[config.mk]
export PLATFORM = sky130hd
export DESIGN_NAME = bfi_unit
export DESIGN_NICKNAME = d
export VERILOG_FILES = /design/src/rtl/bfi_pkg.sv /design/src/rtl/bfi_fifo.sv /design/src/rtl/bfi_irq.sv /design/src/rtl/bfi_unit.sv
export SDC_FILE = /design/constraint.sdc
export NUM_CORES = 1
export LEC_CHECK = 0
export BUFFER_PORTS_ARGS = -buffer_cell sky130_fd_sc_hd__buf_2
export CAP_MARGIN = 20
export CORE_MARGIN = 4
export CORE_UTILIZATION = 47
export DETAILED_ROUTE_END_ITERATION = 10
export SYNTH_ARGS = -nofsm -noshare
export SYNTH_HDL_FRONTEND = slang
export SYNTH_SLANG_ARGS = --single-unit
[constraint.sdc]
create_clock -name clk -period 3.9 [get_ports clk]
set_input_delay 0.39 -clock clk [delete_from_list [all_inputs] [get_ports clk]]
set_output_delay 0.39 -clock clk [all_outputs]
set_load 0.1 [all_outputs]
[src/rtl/bfi_pkg.sv]
package bfi_pkg;
   localparam int WORD_W       = 32;
   localparam int FLAG_RX_HI   = 4;
   localparam int FLAG_TX_LO   = 12;
   localparam int FLAG_DONE    = 16;
   localparam int CTL_TX_FLUSH = 8;
   localparam int CTL_RX_FLUSH = 9;
   localparam int RXCNT_LSB    = 0;
   localparam int TXCNT_LSB    = 16;
   localparam int CNT_FIELD_W  = 7;
   localparam logic [WORD_W-1:0] FLAG_MASK =
      (32'd1 << FLAG_RX_HI) | (32'd1 << FLAG_TX_LO) | (32'd1 << FLAG_DONE);
   typedef logic [WORD_W-1:0] word_t;
endpackage

[src/rtl/bfi_fifo.sv]
module bfi_fifo #(
   parameter int DEPTH = 64,
   parameter int WIDTH = 8,
   localparam int AW = $clog2(DEPTH),
   localparam int CW = AW + 1
) (
   input  logic             clk,
   input  logic             rst_n,
   input  logic             flush,
   input  logic             push,
   input  logic [WIDTH-1:0] wdata,
   input  logic             pop,
   output logic [WIDTH-1:0] rdata,
   output logic [CW-1:0]    count
);
   generate
      if (DEPTH < 4 || (DEPTH & (DEPTH - 1)) != 0) begin : g_bad_depth
         $error("bfi_fifo: DEPTH must be a power of two of at least 4");
      end
   endgenerate

   logic [WIDTH-1:0] mem [DEPTH];
   logic [AW-1:0]    wptr, rptr;
   logic [CW-1:0]    cnt_q;
   logic             full, empty, push_ok, pop_ok;

   assign full    = (cnt_q == CW'(DEPTH));
   assign empty   = (cnt_q == '0);
   assign push_ok = push && !full && !flush;
   assign pop_ok  = pop && !empty && !flush;

   always_ff @(posedge clk or negedge rst_n) begin
      if (!rst_n) begin
         wptr  <= '0;
         rptr  <= '0;
         cnt_q <= '0;
      end else if (flush) begin
         wptr  <= '0;
         rptr  <= '0;
         cnt_q <= '0;
      end else begin
         if (push_ok) wptr <= wptr + 1'b1;
         if (pop_ok)  rptr <= rptr + 1'b1;
         case ({push_ok, pop_ok})
            2'b10:   cnt_q <= cnt_q + 1'b1;
            2'b01:   cnt_q <= cnt_q - 1'b1;
            default: cnt_q <= cnt_q;
         endcase
      end
   end

   always_ff @(posedge clk) begin
      if (push_ok) mem[wptr] <= wdata;
   end

   assign rdata = empty ? '0 : mem[rptr];
   assign count = cnt_q;

   AST_NO_OVERFLOW: assert property (@(posedge clk) disable iff (!rst_n)
      count <= CW'(DEPTH));
   AST_FULL_PUSH_IGNORED: assert property (@(posedge clk) disable iff (!rst_n)
      (count == CW'(DEPTH) && push && !pop && !flush) |=> $stable(count));
   AST_EMPTY_POP_IGNORED: assert property (@(posedge clk) disable iff (!rst_n)
      (count == '0 && pop && !push) |=> (count == '0 && rdata == '0));
   AST_FLUSH_EMPTIES: assert property (@(posedge clk) disable iff (!rst_n)
      flush |=> (count == '0));
endmodule

[src/rtl/bfi_irq.sv]
module bfi_irq
   import bfi_pkg::*;
#(
   parameter int DEPTH = 64,
   localparam int CW = $clog2(DEPTH) + 1,
   localparam int RX_HI = (DEPTH * 3) / 4,
   localparam int TX_LO = DEPTH / 4
) (
   input  logic          clk,
   input  logic          rst_n,
   input  logic [CW-1:0] rx_cnt,
   input  logic [CW-1:0] tx_cnt,
   input  logic          xfer_done,
   input  logic          sts_wr,
   input  word_t         sts_wdata,
   input  logic          ien_wr,
   input  word_t         ien_wdata,
   output word_t         sts,
   output word_t         ien,
   output logic          irq
);
   word_t sts_q, ien_q, set_v, clr_v;

   always_comb begin
      set_v = '0;
      set_v[FLAG_RX_HI] = (int'(rx_cnt) >= RX_HI);
      set_v[FLAG_TX_LO] = (int'(tx_cnt) <= TX_LO);
      set_v[FLAG_DONE]  = xfer_done;
      clr_v = sts_wr ? (sts_wdata & FLAG_MASK) : '0;
   end

   always_ff @(posedge clk or negedge rst_n) begin
      if (!rst_n) begin
         sts_q <= '0;
         ien_q <= '0;
      end else begin
         sts_q <= (sts_q | set_v) & ~clr_v & FLAG_MASK;
         if (ien_wr) ien_q <= ien_wdata & FLAG_MASK;
      end
   end

   assign sts = sts_q;
   assign ien = ien_q;
   assign irq = |(sts_q & ien_q);

   AST_RX_MARK_SETS: assert property (@(posedge clk) disable iff (!rst_n)
      (int'(rx_cnt) >= RX_HI && !(sts_wr && sts_wdata[FLAG_RX_HI])) |=> sts[FLAG_RX_HI]);
   AST_TX_MARK_SETS: assert property (@(posedge clk) disable iff (!rst_n)
      (int'(tx_cnt) <= TX_LO && !(sts_wr && sts_wdata[FLAG_TX_LO])) |=> sts[FLAG_TX_LO]);
   AST_DONE_SETS: assert property (@(posedge clk) disable iff (!rst_n)
      (xfer_done && !(sts_wr && sts_wdata[FLAG_DONE])) |=> sts[FLAG_DONE]);
   AST_W1C_RX: assert property (@(posedge clk) disable iff (!rst_n)
      (sts_wr && sts_wdata[FLAG_RX_HI]) |=> !sts[FLAG_RX_HI]);
   AST_W1C_DONE: assert property (@(posedge clk) disable iff (!rst_n)
      (sts_wr && sts_wdata[FLAG_DONE]) |=> !sts[FLAG_DONE]);
   AST_MASKED_QUIET: assert property (@(posedge clk) disable iff (!rst_n)
      (ien_wr && ien_wdata == '0) |=> !irq);
endmodule

[src/rtl/bfi_unit.sv]
module bfi_unit
   import bfi_pkg::*;
#(
   parameter int DEPTH = 64,
   parameter int WIDTH = 8,
   localparam int CW = $clog2(DEPTH) + 1
) (
   input  logic             clk,
   input  logic             rst_n,
   input  logic             tx_push,
   input  logic [WIDTH-1:0] tx_wdata,
   input  logic             tx_pop,
   output logic [WIDTH-1:0] tx_rdata,
   input  logic             rx_push,
   input  logic [WIDTH-1:0] rx_wdata,
   input  logic             rx_pop,
   output logic [WIDTH-1:0] rx_rdata,
   input  logic             ctl_wr,
   input  logic [31:0]      ctl_wdata,
   output logic [31:0]      ctl_rdata,
   input  logic             ien_wr,
   input  logic [31:0]      ien_wdata,
   input  logic             sts_wr,
   input  logic [31:0]      sts_wdata,
   input  logic             xfer_done,
   output logic [31:0]      fifo_status,
   output logic [31:0]      irq_status,
   output logic [31:0]      irq_enable,
   output logic             irq
);
   localparam int NQ   = 2;
   localparam int Q_TX = 0;
   localparam int Q_RX = 1;

   generate
      if (CW > CNT_FIELD_W) begin : g_bad_cnt
         $error("bfi_unit: DEPTH too large for the count fields");
      end
   endgenerate

   logic [NQ-1:0]    flush_q, push_v, pop_v;
   logic [WIDTH-1:0] wdata_v [NQ];
   logic [WIDTH-1:0] rdata_v [NQ];
   logic [CW-1:0]    cnt_v   [NQ];
   logic             unused_ctl;

   assign unused_ctl = ^ctl_wdata;

   always_ff @(posedge clk or negedge rst_n) begin
      if (!rst_n) flush_q <= '0;
      else if (ctl_wr) begin
         flush_q[Q_TX] <= ctl_wdata[CTL_TX_FLUSH];
         flush_q[Q_RX] <= ctl_wdata[CTL_RX_FLUSH];
      end else flush_q <= '0;
   end

   assign push_v[Q_TX]  = tx_push;
   assign pop_v[Q_TX]   = tx_pop;
   assign wdata_v[Q_TX] = tx_wdata;
   assign push_v[Q_RX]  = rx_push;
   assign pop_v[Q_RX]   = rx_pop;
   assign wdata_v[Q_RX] = rx_wdata;

   for (genvar gi = 0; gi < NQ; gi++) begin : g_q
      bfi_fifo #(.DEPTH(DEPTH), .WIDTH(WIDTH)) q_i (
         .clk   (clk),
         .rst_n (rst_n),
         .flush (flush_q[gi]),
         .push  (push_v[gi]),
         .wdata (wdata_v[gi]),
         .pop   (pop_v[gi]),
         .rdata (rdata_v[gi]),
         .count (cnt_v[gi])
      );
   end

   assign tx_rdata = rdata_v[Q_TX];
   assign rx_rdata = rdata_v[Q_RX];

   always_comb begin
      fifo_status = '0;
      fifo_status[TXCNT_LSB +: CW] = cnt_v[Q_TX];
      fifo_status[RXCNT_LSB +: CW] = cnt_v[Q_RX];
      ctl_rdata = '0;
      ctl_rdata[CTL_TX_FLUSH] = flush_q[Q_TX];
      ctl_rdata[CTL_RX_FLUSH] = flush_q[Q_RX];
   end

   bfi_irq #(.DEPTH(DEPTH)) irq_i (
      .clk       (clk),
      .rst_n     (rst_n),
      .rx_cnt    (cnt_v[Q_RX]),
      .tx_cnt    (cnt_v[Q_TX]),
      .xfer_done (xfer_done),
      .sts_wr    (sts_wr),
      .sts_wdata (sts_wdata),
      .ien_wr    (ien_wr),
      .ien_wdata (ien_wdata),
      .sts       (irq_status),
      .ien       (irq_enable),
      .irq       (irq)
   );

   AST_STROBE_SELF_CLEAR: assert property (@(posedge clk) disable iff (!rst_n)
      (ctl_rdata[CTL_TX_FLUSH] && !ctl_wr) |=> !ctl_rdata[CTL_TX_FLUSH]);
   AST_RX_FLUSH_EMPTY: assert property (@(posedge clk) disable iff (!rst_n)
      ctl_rdata[CTL_RX_FLUSH] |=> (fifo_status[RXCNT_LSB +: CW] == '0));
endmodule

Yosys cells after proc, flatten, opt, wreduce, memory -nomap -nowiden
Memories as Yosys holds them, arrays and structs flattened.
Cells that the tools add are included.
{"block": "word_totals", "reg_bits": 46, "ramBits": 1024, "output_inout_bits": 145, "elab_cells": 74, "n_memories": 2}
{"name": "g_q[0].q_i.mem", "words": 64, "width": 8, "read_ports": 1, "rd_ports_with_merged_regs": 0, "write_ports": 1, "line_no": "bfi_fifo.sv:22", "rtl": "logic [WIDTH-1:0] mem [DEPTH];"}
{"name": "g_q[1].q_i.mem", "words": 64, "width": 8, "read_ports": 1, "rd_ports_with_merged_regs": 0, "write_ports": 1, "line_no": "bfi_fifo.sv:22"}
{"block": "op_classes", "n_addsub": 8, "n_lt_le_gt_ge": 2, "eq_ne": 6, "muxes": 20, "bitwise": 4, "reduce_logical": 23}
{"cell": "two-way mux 6 bit", "n": 8}
{"cell": "bitwise AND 17 bit", "n": 2}
{"cell": "OR reduction 32 bit", "n": 1}
{"cell": "case mux 7 bit (2 select lines)", "n": 2}
{"cell": "adder 6 x 1 -> 6 bit (second input constant)", "n": 4}
{"cell": "two-way mux 17 bit", "n": 1}
{"cell": "inverter 17 bit", "n": 1}
{"cell": "bitwise OR 17 bit", "n": 1}
{"cell": "two-way mux 8 bit", "n": 2}
{"cell": "adder 7 x 1 -> 7 bit (second input constant)", "n": 2}
{"cell": "equality test 7 bit (second input constant)", "n": 2}
{"cell": "zero test 7 bit", "n": 2}
{"cell": "two-way mux 7 bit", "n": 2}
{"cell": "subtractor 7 x 1 -> 7 bit (second input constant)", "n": 2}
{"cell": "logical AND 1 bit", "n": 8}
{"cell": "nonzero test 2 bit", "n": 4}
{"cell": "greater-or-equal comparator 7 x 6 -> 1 bit (second input constant)", "n": 1}
{"cell": "<= comparator 7 x 5 -> 1 bit (second input constant)", "n": 1}
{"cell": "zero test 1 bit", "n": 6}
{"cell": "nonzero test 3 bit", "n": 2}
{"cell": "equality test 2 x 1 -> 1 bit (second input constant)", "n": 2}
{"cell": "equality test 2 bit (second input constant)", "n": 2}
{"cell": "two-way mux 1 bit", "n": 4}
{"cell": "two-way mux 2 bit", "n": 1}

Longest topological paths before layout
Gate-level depths: netlist of run 1.
{"block": "logic_depth", "ltp_word": 7, "depth_mapped": 12}

Hierarchy
Synthesis of run 1 repeated with hierarchy kept, for this count alone.
{"block": "unflattened", "hier_cells": 2254, "hier_area_um2": 43444.2}
{"module": "bfi_fifo at g_q[1].q_i", "n_inst": 1, "cells_each": 1058, "area_per_inst_um2": 21282.9, "seq_area_each_um2": 15850.2}
{"module": "bfi_fifo at g_q[0].q_i", "n_inst": 1, "cells_each": 1064, "area_per_inst_um2": 21038.9, "seq_area_each_um2": 15850.2}
{"module": "bfi_irq", "n_inst": 1, "cells_each": 79, "area_per_inst_um2": 695.7, "seq_area_each_um2": 150.1}
{"module": "bfi_unit", "n_inst": 1, "cells_each": 53, "area_per_inst_um2": 426.7, "seq_area_each_um2": 50.0}

Worst setup path before layout of run 1
No wires, ideal clock.
{"block": "synth_path", "path_kind": "flip-flop to output port", "from": "register g_q[0].q_i.cnt_q[4]", "to": "output port tx_rdata[6]", "t_arrival_ps": 3831, "slack_ps": -321, "stages_incl_launch_ff": 9, "path_buffers": 3, "path_cell_list": "dfrtp_1 -> clkbuf_1 -> or3_1 -> or2_0 -> buf_6 -> or2b_1 -> clkbuf_1 -> a211o_1 -> a21oi_1"}
{"block": "synth_between", "elab_chain_len": 2}
{"item": "from (decl)", "line_no": "bfi_fifo.sv:24", "rtl": "logic [CW-1:0] cnt_q;"}
{"item": "from (signal assigned)", "line_no": "bfi_fifo.sv:45", "rtl": "2'b10: cnt_q <= cnt_q + 1'b1;"}
{"item": "from (signal assigned)", "line_no": "bfi_fifo.sv:46", "rtl": "2'b01: cnt_q <= cnt_q - 1'b1;"}
{"item": "from (signal assigned)", "line_no": "bfi_fifo.sv:47", "rtl": "default: cnt_q <= cnt_q;"}
{"item": "zero test 7 bit", "line_no": "bfi_fifo.sv:28", "rtl": "assign empty = (cnt_q == '0);"}
{"item": "two-way mux 8 bit", "line_no": "bfi_fifo.sv:56", "rtl": "assign rdata = empty ? '0 : mem[rptr];"}
{"item": "to (decl)", "line_no": "bfi_unit.sv:13", "rtl": "output logic [WIDTH-1:0] tx_rdata,"}
No other way between the ends.

Final worst setup path of run 1
{"block": "layout_path", "from": "register g_q[0].q_i.rptr[0]", "to": "output port tx_rdata[4]"}
{"block": "layout_between", "elab_chain_len": 2}
{"item": "from (decl)", "line_no": "bfi_fifo.sv:23", "rtl": "logic [AW-1:0] wptr, rptr;"}
{"item": "from (signal assigned)", "line_no": "bfi_fifo.sv:43", "rtl": "if (pop_ok) rptr <= rptr + 1'b1;"}
{"item": "memory read (64 x 8 bit)"}
{"item": "two-way mux 8 bit", "line_no": "bfi_fifo.sv:56"}
No other way between the ends.

==> results by group, run 1 <==
Placement
  • Dpl hpwl: 57,300 um
  • Post-placement cell area: 45,400 sq um
  • Routability cong.: 0.805
  • IO Port Bufs: 72

Floorplan
  • Row Count: 111
  • Die X: 312 um
  • Initial core utilization: 47.3%
  • Die Y: 312 um
  • Die footprint: 97,100 sq um
  • Core ar.: 91,500 sq um
  • IO Count: 267

Detailed routing
  • Wire length per cell: 25.1 um
  • Vias: 21,336
  • DRT Wirelength: 93,100 um
  • Pre-antenna DRT Iters: 5
  • Vias per inst: 5.75
  • Final ANT Viol Nets: 0
  • Detailed Route Iter0 Violations: 1,998
  • Remaining DRCs: 0

Setup path
  • Critical Path Stages: 7
  • CP max-delay cell: mux4_2
  • Crit Path Class: reg2out
  • Startpoint Class: flip-flop
  • Worst reg-to-reg setup slack: 0.69 ns
  • CP top delay family: multiplexers
  • Worst-path cell chain: buf_12, buf_16, mux4_2, mux4_2, o22ai_1, a21oi_2, buf_12
  • Reg2reg end: g_q[0].q_i.mem[26][6]
  • Largest stage delay, worst path: 0.57 ns
  • Worst R2R Start: g_q[0].q_i.count[1]
  • CP Capture Type: output pin
  • Crit path arrival time: 3.39 ns
  • CP Max Fanout: 27
  • Crit path buf inv count: 3
  • Worst EP required: 3.51 ns
  • R2r worst-path depth: 5

Logic synthesis
  • Netlist Area Pre-Place: 43,300 sq um
  • Yosys warnings: 0
  • Sequential share of the synthesized area: 73.7%
  • Post-synth cell types: 70
  • Post-Syn Area per Cell: 19.4 sq um
  • Yosys reg bits: 1,070
  • Main synth FF type: edfxtp_1
  • EDFF count, synth: 1,024
  • Post-Syn Instances: 2,235
  • Fraction of registers with async set/reset: 4.30%

Timing
  • Slew @ Worst Pin: 0.996 ns
  • Final Max Slew Viols: 0
  • Final setup violation count: 0
  • Final Critical Period: 3.78 ns
  • Fin Clk Skew: 0.0224 ns
  • Hold Fails Final Rpt: 0
  • RSZ-0062 raised after global routing: false
  • Tcrit/Tclk final: 96.8%
  • Setup TNS: 0 ns
  • Fmax: 0.265 GHz
  • Slew headroom: 32.9%

Clock tree
  • Clk buf depth: 3
  • CTS tree: yes
  • Clock transition at path regs: 0.06 ns
  • CTS Buf Count: 104
  • Clk_lat worst skew: 0.66 ns
  • Root Driver: clkbuf_16
  • CTS sink count: 1,070
  • H-tree levels: 3

Job
  • Max Cap Violations: 0

Global routing
  • Number of global-route vias before repair: 21,859
  • Global-route wire length before repair: 140,000 um
  • GRT overflow: 0
  • Initial antenna violation count: 0
  • Tot GR Track Use: 19.2%
  • Largest net degree at the start of global routing: 65

Worst hold path
  • Worst Hold Path EP: g_q[0].q_i.mem[21][7]
  • Hold/Removal Path Class: in2reg
  • Hold wc startpoint: tx_wdata[7]
  • Min-Delay Path Depth: 1

Final layout
  • Proportion of layout cells with a drive suffix above 1: 25.1%
  • Area growth from synthesis to final layout: 13.9%
  • Antenna cell count: 0
  • Final Instance Area: 49,300 sq um
  • Final nets: 2,577

Pwr
  • PD cells: 683 nW/um^2
  • Peak supply drop: 0.000725 V
  • Pleak: 16.0 nW

Outcome
  • Status: complete, no violations
worst register-to-register path, cell delays in order (launching register included):
cell and delay [ns]:
dfrtp_1 0.56, nor3_1 0.15, a31oi_2 0.30, nor3b_1 0.43, nand3b_1 0.58, nor2_1 0.82
cell families after synthesis:
kind of cell,after synthesis,synth area share (%)
AO/OA/AOI/OAI,177,3.06
XOR/XNOR,29,0.586
adder cells (fa/ha/maj),8,0.231
buffers and inverters,238,3.21
flip-flops,1070,73.7
multiplexers,381,15.8
other,1,0.00866
AND/OR/NAND/NOR,331,3.49
placed cells by master, fill, tap and decap left out, drive strengths merged, types with 5 or more instances in the layout:
master          n
nand2          64
nand3b          6
or3             8
bufinv         13
o22ai          24
nand4          12
and2            5
xor2           18
conb          106
buf           213
mux2            5
a22oi          32
clkinv         45
clkbuf        126
o2bb2ai         8
mux4          240
o21ai          11
edfxtp       1024
nor2          180
o31a            8
dfrtp          46
nor3            9
o221ai         34
ha              8
dlygate4sd3    17
nand3          10
inv             9
xnor2          11
a21oi          29
nor2b           8
a211o           8
mux2i         136
layout make-up:
class / count / area [sq um]
fill: 6961 / 42200
sequential: 1070 / 31900
multi-input combinational: 1032 / 10400
clock buffer: 125 / 2700
timing repair buffer: 232 / 2140
tap: 1186 / 1480
clock inverter: 61 / 631
inverter: 7 / 26.3
sequential cells by signal (all words and copies together), names as in the netlist:
name / flops
g_q.q_i.wptr: 12
irq_i.sts: 3
flush_q: 2
irq_i.ien: 3
g_q.q_i.count: 14
g_q.q_i.rptr: 12
g_q.q_i.mem: 1024
synthesized netlist by cell type, drive strengths merged (2+ instances only):
cell / number / area [sq um]
nor4: 4 / 40.0
dfrtp: 46 / 1150
nor2: 180 / 676
nor3: 9 / 50.1
or3: 8 / 50.1
nand2b: 4 / 25.0
mux2i: 136 / 1360
o21a: 4 / 30.0
buf: 175 / 1150
ha: 8 / 100
mux4: 240 / 5410
o22ai: 24 / 150
o211ai: 2 / 15.0
a31o: 2 / 17.5
a31oi: 3 / 31.3
xnor2: 11 / 96.3
o2bb2ai: 8 / 70.1
o21ai: 11 / 58.8
nor4b: 2 / 17.5
nand3b: 6 / 45.0
nand2: 64 / 240
and3: 2 / 12.5
o2111ai: 3 / 26.3
a211o: 8 / 70.1
a211oi: 2 / 15.0
mux2: 5 / 56.3
o221ai: 34 / 322
inv: 6 / 22.5
and3b: 2 / 17.5
nor3b: 3 / 22.5
xor2: 18 / 158
nand4: 12 / 75.1
nor2b: 8 / 50.1
o31a: 8 / 70.1
or2: 3 / 18.8
or4: 4 / 33.8
a21oi: 29 / 149
or3b: 3 / 26.3
edfxtp: 1024 / 30700
nand3: 10 / 62.6
a21o: 2 / 15.0
and2: 5 / 32.5
a22oi: 32 / 240
clkbuf: 56 / 211
what timing repair did:
| action | in CTS | in global routing |
|---|---|---|
| endpoints found under the hold margin | 54 | 0 |
| endpoints found under the setup margin | 16 | 1 |
| setup buffers | 8 | 3 |
| resized for setup | 2 | 1 |
| cloned | 1 | 0 |
| hold buffers | 17 | 0 |
| pin swaps | 0 | 0 |
through the flow:
stage / instances / hold slack (ns) / setup slack (ns) / util (%) / total power, mW
floorplan: 2340 / 0.0944 / 0.258 / - / 21.1
CTS: 3697 / 0.166 / 0.0802 / 53.6 / 34.0
finish: 3713 / 0.119 / 0.124 / 53.9 / 33.7
global placement: 3484 / 0.521 / 0.607 / 49.5 / 23.7
detailed placement: 3485 / 0.527 / 0.598 / 49.6 / 23.8
global route: 3713 / 0.0978 / 0.0270 / 53.9 / 35.0
worst max path at each step:
stage / end / slack (ns) / from
2_1_floorplan: rx_rdata[6] / 0.26 / g_q[1].q_i.count[6]
3_3_place_gp: tx_rdata[4] / 0.61 / g_q[0].q_i.rptr[0]
3_5_place_dp: tx_rdata[4] / 0.60 / g_q[0].q_i.rptr[0]
4_1_cts: rx_rdata[6] / 0.08 / g_q[1].q_i.rptr[0]
5_1_grt: tx_rdata[3] / 0.03 / g_q[0].q_i.rptr[0]
6_report: tx_rdata[4] / 0.12 / g_q[0].q_i.rptr[0]
layer usage:
metal	wire [um]	vias up	GRT usage (%)
li1	-	9295	-
met1	40900	11233	28.2
met2	43900	682	29.8
met3	6020	124	3.40
met4	2080	2	5.29
met5	79	-	0.593
report_power, final:
part / total [mW] / internal, mW / switching [mW]
logic: 10.4 / 4.09 / 6.31
registers: 13.4 / 12.9 / 0.529
clock network: 9.89 / 5.77 / 4.12
total: 33.7 / 22.8 / 11.0
(Power assumes the default switching activity.)
==> inputs of run 2 (changes only) <==
- ABC_CLOCK_PERIOD_IN_PS: not set -> 4620
- clock period: 3.9 -> 4.62 ns (I/O delays scaled with it)
==> run 2 against run 1 <==
Against the previous run: hold slack lost 0.059 ns; global-route usage shrank 0.28 points; clock power shrank 15%; core utilization shrank 0.96 points; critical endpoint is now tx_rdata[6].
==> results by group, run 2 (synthesized netlist as in run 1, its figures left out) <==
Worst hold path
  • Hold/Removal Path Class: in2reg

Pwr
  • Net load switching power: 9.27 mW
  • Sw frac: 32.9%
  • Gate power share: 29.8%
  • Sequential power share: 40.3%
  • Peak supply drop: 0.000533 V
  • PD cells: 581 nW/um^2
  • Internal Power: 18.9 mW
  • Pleak: 15.4 nW
  • Clk pwr share: 29.9%

Clock tree
  • Clk_lat worst skew: 0.68 ns
  • Clk buf depth: 3
  • CTS tree: yes
  • CTS Buf Count: 108
  • Setup bufs post-CTS: 0
  • Root Driver: clkbuf_16
  • H-tree levels: 3
  • Resize count post-CTS: 0
  • Clock transition at path regs: 0.06 ns
  • CTS sink count: 1,070

Setup path
  • Worst EP required: 4.16 ns
  • Startpoint Class: flip-flop
  • Crit path arrival time: 3.81 ns
  • CP Max Fanout: 46
  • CP max-delay cell: dfrtp_4
  • Largest stage delay, worst path: 0.76 ns
  • CP Capture Type: output pin
  • Crit Path Class: reg2out
  • Worst-path cell chain: nand2b_1, buf_4, o221ai_1, nand2_1, a211o_1, a21oi_1, buf_12

Timing
  • RSZ-0062 raised after global routing: false
  • Final Critical Period: 4.27 ns
  • Slew @ Worst Pin: 0.913 ns
  • Setup TNS: 0 ns
  • Fmax: 0.234 GHz
  • Final setup violation count: 0
  • Hold Fails Final Rpt: 0
  • Worst hold slack: 0.0599 ns
  • Final Max Slew Viols: 0
  • Tcrit/Tclk final: 92.5%
  • Slew headroom: 38.9%
  • Fin Clk Skew: 0.0265 ns

Detailed routing
  • Vias per inst: 5.78
  • Remaining DRCs: 0
  • Detailed Route Iter0 Violations: 1,945
  • Final ANT Viol Nets: 0
  • DRT Wirelength: 92,000 um
  • Vias: 20,955
  • Pre-antenna DRT Iters: 5
  • Wire length per cell: 25.4 um

Floorplan
  • Row Count: 111
  • Core ar.: 91,500 sq um
  • Die X: 312 um
  • Initial core utilization: 47.3%
  • Die Y: 312 um
  • IO Count: 267
  • Die footprint: 97,100 sq um

Final layout
  • Proportion of layout cells with a drive suffix above 1: 22.1%
  • Final nets: 2,478
  • Antenna cell count: 0
  • Commonest cells after routing, fill and taps aside: edfxtp_1, mux4_2, nor2_1
  • Seq. cell area: 31,900 sq um
  • Layout fillers: 7,036
  • Largest register by flop count: g_q.q_i.mem
  • Largest registers: g_q.q_i.mem x1024, g_q.q_i.count x14
  • Area growth from synthesis to final layout: 11.9%
  • Most common cell after layout, fill and taps aside: edfxtp_1
  • Max FFs per register: 1,024
  • Multi-input gate area: 10,400 sq um
  • Final Instance Area: 48,500 sq um

Global routing
  • Largest net degree at the start of global routing: 65
  • Number of global-route vias before repair: 21,167
  • Tot GR Track Use: 18.9%
  • Initial antenna violation count: 0
  • GRT overflow: 0
  • Global-route wire length before repair: 138,000 um

Job
  • Max Cap Violations: 0

Outcome
  • Status: complete, no violations

Placement
  • Routability cong.: 0.788
  • Post-placement cell area: 44,700 sq um
  • Dpl hpwl: 55,700 um
  • IO Port Bufs: 72
-- run 2: area by class of cell --
cell class                      instances  share of cell area [%]
Tap cell                             1186                    3.06
Clock inverter                         66                    1.18
Sequential cell                      1070                    65.9
Multi-Input combinational cell       1032                    21.5
Clock buffer                          133                    5.86
Timing Repair Buffer                  129                    2.49
Inverter                                7                  0.0542
-- run 2: worst paths after layout --
kind / from / to / slack (ns) / depth (start not counted)
max in group asynchronous: rst_n / g_q[0].q_i.rptr[1] / 3.64 / 3
worst min-delay path: ctl_wdata[8] / flush_q[0] / 0.06 / 2
worst min register to register: irq_i.ien[4] / irq_i.ien[4] / 0.54 / 1
worst max-delay path: g_q[0].q_i.rptr[1] / tx_rdata[6] / 0.35 / 7
worst max register to register: g_q[1].q_i.count[1] / g_q[1].q_i.mem[6][7] / 1.00 / 5
min in group asynchronous: rst_n / g_q[1].q_i.wptr[1] / 0.44 / 3
-- run 2: layer usage --
metal | vias up | wire length [um] | global-route usage (%)
met2 | 728 | 43300 | 29.2
met5 | - | 0 | 0
li1 | 9098 | - | -
met4 | 0 | 2150 | 4.95
met1 | 10994 | 40200 | 28.1
met3 | 135 | 6300 | 3.44
-- run 2: power by group through the flow --
| stage | logic, mW | clock network, mW | registers (mW) |
|---|---|---|---|
| 2_1_floorplan | 6.11 | 0 | 11.7 |
| 3_3_place_gp | 8.36 | 0 | 11.5 |
| 3_5_place_dp | 8.44 | 0 | 11.6 |
| 4_1_cts | 8.47 | 8.60 | 11.4 |
| 5_1_grt | 8.87 | 9.00 | 11.4 |
| 6_report | 8.41 | 8.42 | 11.4 |
-- run 2: worst max-delay path: cells and delay by family (launching register included) --
family,cells,cell delay [ns]
buffers and inverters,2,0.61
and+or+nand+nor,2,0.72
DFF,1,0.76
AOI/OAI and AO/OA,3,1.00
-- run 2: per-stage QoR --
| step | setup WS [ns] | power (mW) | instances | util [%] |
|---|---|---|---|---|
| 2_1_floorplan | 0.327 | 17.8 | 2340 | - |
| 3_3_place_gp | 1.06 | 19.9 | 3400 | 48.8 |
| 3_5_place_dp | 0.922 | 20.0 | 3400 | 48.8 |
| 4_1_cts | 0.279 | 28.4 | 3611 | 52.7 |
| 5_1_grt | 0.171 | 29.3 | 3623 | 53.0 |
| 6_report | 0.345 | 28.2 | 3623 | 53.0 |
-- run 2: what timing repair did --
action	in CTS	in global routing
hold buffers	12	0
hold endpoints to repair	53	0
setup endpoints to repair	0	0
==> inputs of run 3 (changes only) <==
- PLACE_DENSITY_LB_ADDON: not set -> 0.05
- SYNTH_HIERARCHICAL: not set -> 1
==> run 3 against run 2 <==
Against the previous run: total power grew 1.6%; flip-flop and latch count is the same; area after synthesis grew 0.31%; sequential share of layout area shrank 0.23 points; critical path type unchanged; hold slack gained 0.013 ns; highest routed layer unchanged; die area grew 0.31%; setup slack lost 0.051 ns; cell count grew 1.1%; clock-buffer cell count grew 7.
==> results by group, run 3 <==
Final layout
  • Final nets: 2,514
  • Max FFs per register: 1,024
  • Antenna cell count: 0
  • Layout fillers: 7,316
  • Most common cell after layout, fill and taps aside: edfxtp_1
  • Commonest cells after routing, fill and taps aside: edfxtp_1, mux4_2, nor2_1
  • Largest registers: g_q.q_i/mem x1024, g_q.q_i/count x14
  • Largest register by flop count: g_q.q_i/mem
  • Proportion of layout cells with a drive suffix above 1: 24.2%
  • Area growth from synthesis to final layout: 11.9%

Logic synthesis
  • Main synth FF type: edfxtp_1
  • EDFF count, synth: 1,024
  • Synth cell count leaders: edfxtp_1, mux4_2, nor2_1
  • Post-Syn Instances: 2,254
  • Most numerous cell in the Yosys netlist: edfxtp_1
  • Yosys warnings: 6
  • Yosys reg bits: 1,070
  • Sequential share of the synthesized area: 73.4%
  • Post-synth cell types: 75
  • Synth area leaders: edfxtp_1, mux4_2, dfrtp_1, buf_4, nor2_1
  • Leading area contributor after synthesis: edfxtp_1
  • Netlist Area Pre-Place: 43,400 sq um
  • Share of the synthesized area in the top cell type: 70.8%
  • Fraction of registers with async set/reset: 4.30%
  • Post-Syn Area per Cell: 19.3 sq um

Timing
  • Hold Fails Final Rpt: 0
  • Fmax: 0.231 GHz
  • RSZ-0062 raised after global routing: false
  • Slew @ Worst Pin: 1.10 ns
  • Fin Clk Skew: 0.0253 ns
  • Tcrit/Tclk final: 93.6%
  • Slew headroom: 26.4%
  • Final Critical Period: 4.33 ns
  • Final Max Slew Viols: 0
  • Final setup violation count: 0
  • Setup TNS: 0 ns

Clock tree
  • CTS sink count: 1,070
  • Clk buf depth: 3
  • Clk_lat worst skew: 0.68 ns
  • CTS Buf Count: 111
  • Clock transition at path regs: 0.06 ns
  • CTS tree: yes
  • H-tree levels: 3
  • Root Driver: clkbuf_16

Pwr
  • Total power: 28.6 mW
  • PD cells: 589 nW/um^2
  • Peak supply drop: 0.000678 V
  • Pleak: 15.5 nW

Global routing
  • Initial antenna violation count: 0
  • Largest net degree at the start of global routing: 65
  • Global-route wire length before repair: 147,000 um
  • Tot GR Track Use: 20.3%
  • GRT overflow: 0
  • Number of global-route vias before repair: 21,675

Detailed routing
  • Vias: 21,191
  • DRT Wirelength: 99,100 um
  • Wire length per cell: 27.1 um
  • Remaining DRCs: 0
  • Vias per inst: 5.79
  • Final ANT Viol Nets: 0
  • Pre-antenna DRT Iters: 5
  • Detailed Route Iter0 Violations: 1,837

Setup path
  • CP Capture Type: output pin
  • Crit Path Class: reg2out
  • Largest stage delay, worst path: 0.85 ns
  • Worst reg-to-reg setup slack: 1.29 ns
  • Crit path arrival time: 3.86 ns
  • Worst EP required: 4.16 ns
  • CP max-delay cell: a2111oi_0
  • Worst-path cell chain: buf_12, mux4_2, o22ai_1, a2111oi_0, a21o_1, buf_2
  • CP Max Fanout: 33
  • Startpoint Class: flip-flop

Floorplan
  • Row Count: 111
  • Die footprint: 97,400 sq um
  • IO Count: 267
  • Initial core utilization: 47.4%
  • Die X: 312 um
  • Core ar.: 91,700 sq um
  • Die Y: 312 um

Outcome
  • Status: complete, no violations

Worst hold path
  • Hold/Removal Path Class: in2reg

Placement
  • IO Port Bufs: 72
  • Routability cong.: 0.829
  • Dpl hpwl: 61,400 um

Job
  • Max Cap Violations: 0
run 3: worst max-delay path: cells and delay by family (launching register included):
family	cells	cell delay (ns)
compound gates	3	1.28
buf+inv	2	0.78
flops	1	0.81
mux	1	0.28
run 3: metal layers:
metal / up-vias / track usage, % / routed length, um
li1: 9210 / - / -
met1: 11325 / 27.8 / 41800
met2: 505 / 34.5 / 50500
met3: 151 / 2.92 / 4180
met4: 0 / 5.53 / 2580
met5: - / 0 / 0
run 3: area by class of cell:
type | count | area, sq um | share of cell area (%)
sequential | 1070 | 31900 | 65.6
tap | 1186 | 1480 | 3.05
multi-input combinational | 1042 | 10400 | 21.4
timing repair buffer | 153 | 1170 | 2.41
inverter | 6 | 22.5 | 0.0463
clock inverter | 66 | 658 | 1.35
clock buffer | 140 | 2990 | 6.15
run 3: stage by stage:
step	hold WS [ns]	cell area [sq um]	setup WS (ns)	util, %	cells
finish	0.0731	48600	0.294	53.1	3663
global route	0.0368	48600	0.124	53.1	3663
CTS	0.0192	48600	0.223	53.0	3659
detailed placement	0.531	44800	0.990	48.9	3441
global placement	0.523	44800	1.01	48.9	3441
floorplan	0.166	43900	-0.672	-	2358
run 3: cell families after synthesis:
| family | Yosys count | synth area share (%) |
|---|---|---|
| flip-flops | 1070 | 73.4 |
| multiplexers | 320 | 14.8 |
| AO/OA/AOI/OAI | 180 | 2.88 |
| other | 2 | 0.0173 |
| buffers and inverters | 246 | 3.66 |
| adder cells (fa/ha/maj) | 8 | 0.230 |
| AND/OR/NAND/NOR | 405 | 4.56 |
| XOR/XNOR | 23 | 0.464 |
run 3: worst paths after layout:
path,to,startpoint,cells after the start
min in group asynchronous,g_q[1].q_i/count[1],rst_n,3
max in group asynchronous,g_q[0].q_i/rptr[1],rst_n,3
hold / removal,irq_i/sts[12],sts_wdata[12],3
setup / recovery,rx_rdata[3],g_q[1].q_i/rptr[0],6
hold reg to reg,irq_i/ien[4],irq_i/ien[4],1
setup reg to reg,g_q[1].q_i/mem[18][6],g_q[1].q_i/count[1],5
run 3: report_power, final:
group	switching (mW)	internal, mW
combinational	5.28	2.93
clock	3.62	5.28
sequential	0.632	10.9
run 3: timing repair:
item	in CTS	in global routing
buffers inserted	0	0
gates resized for setup	0	0
hold buffers	12	0
endpoints found under the hold margin	53	0
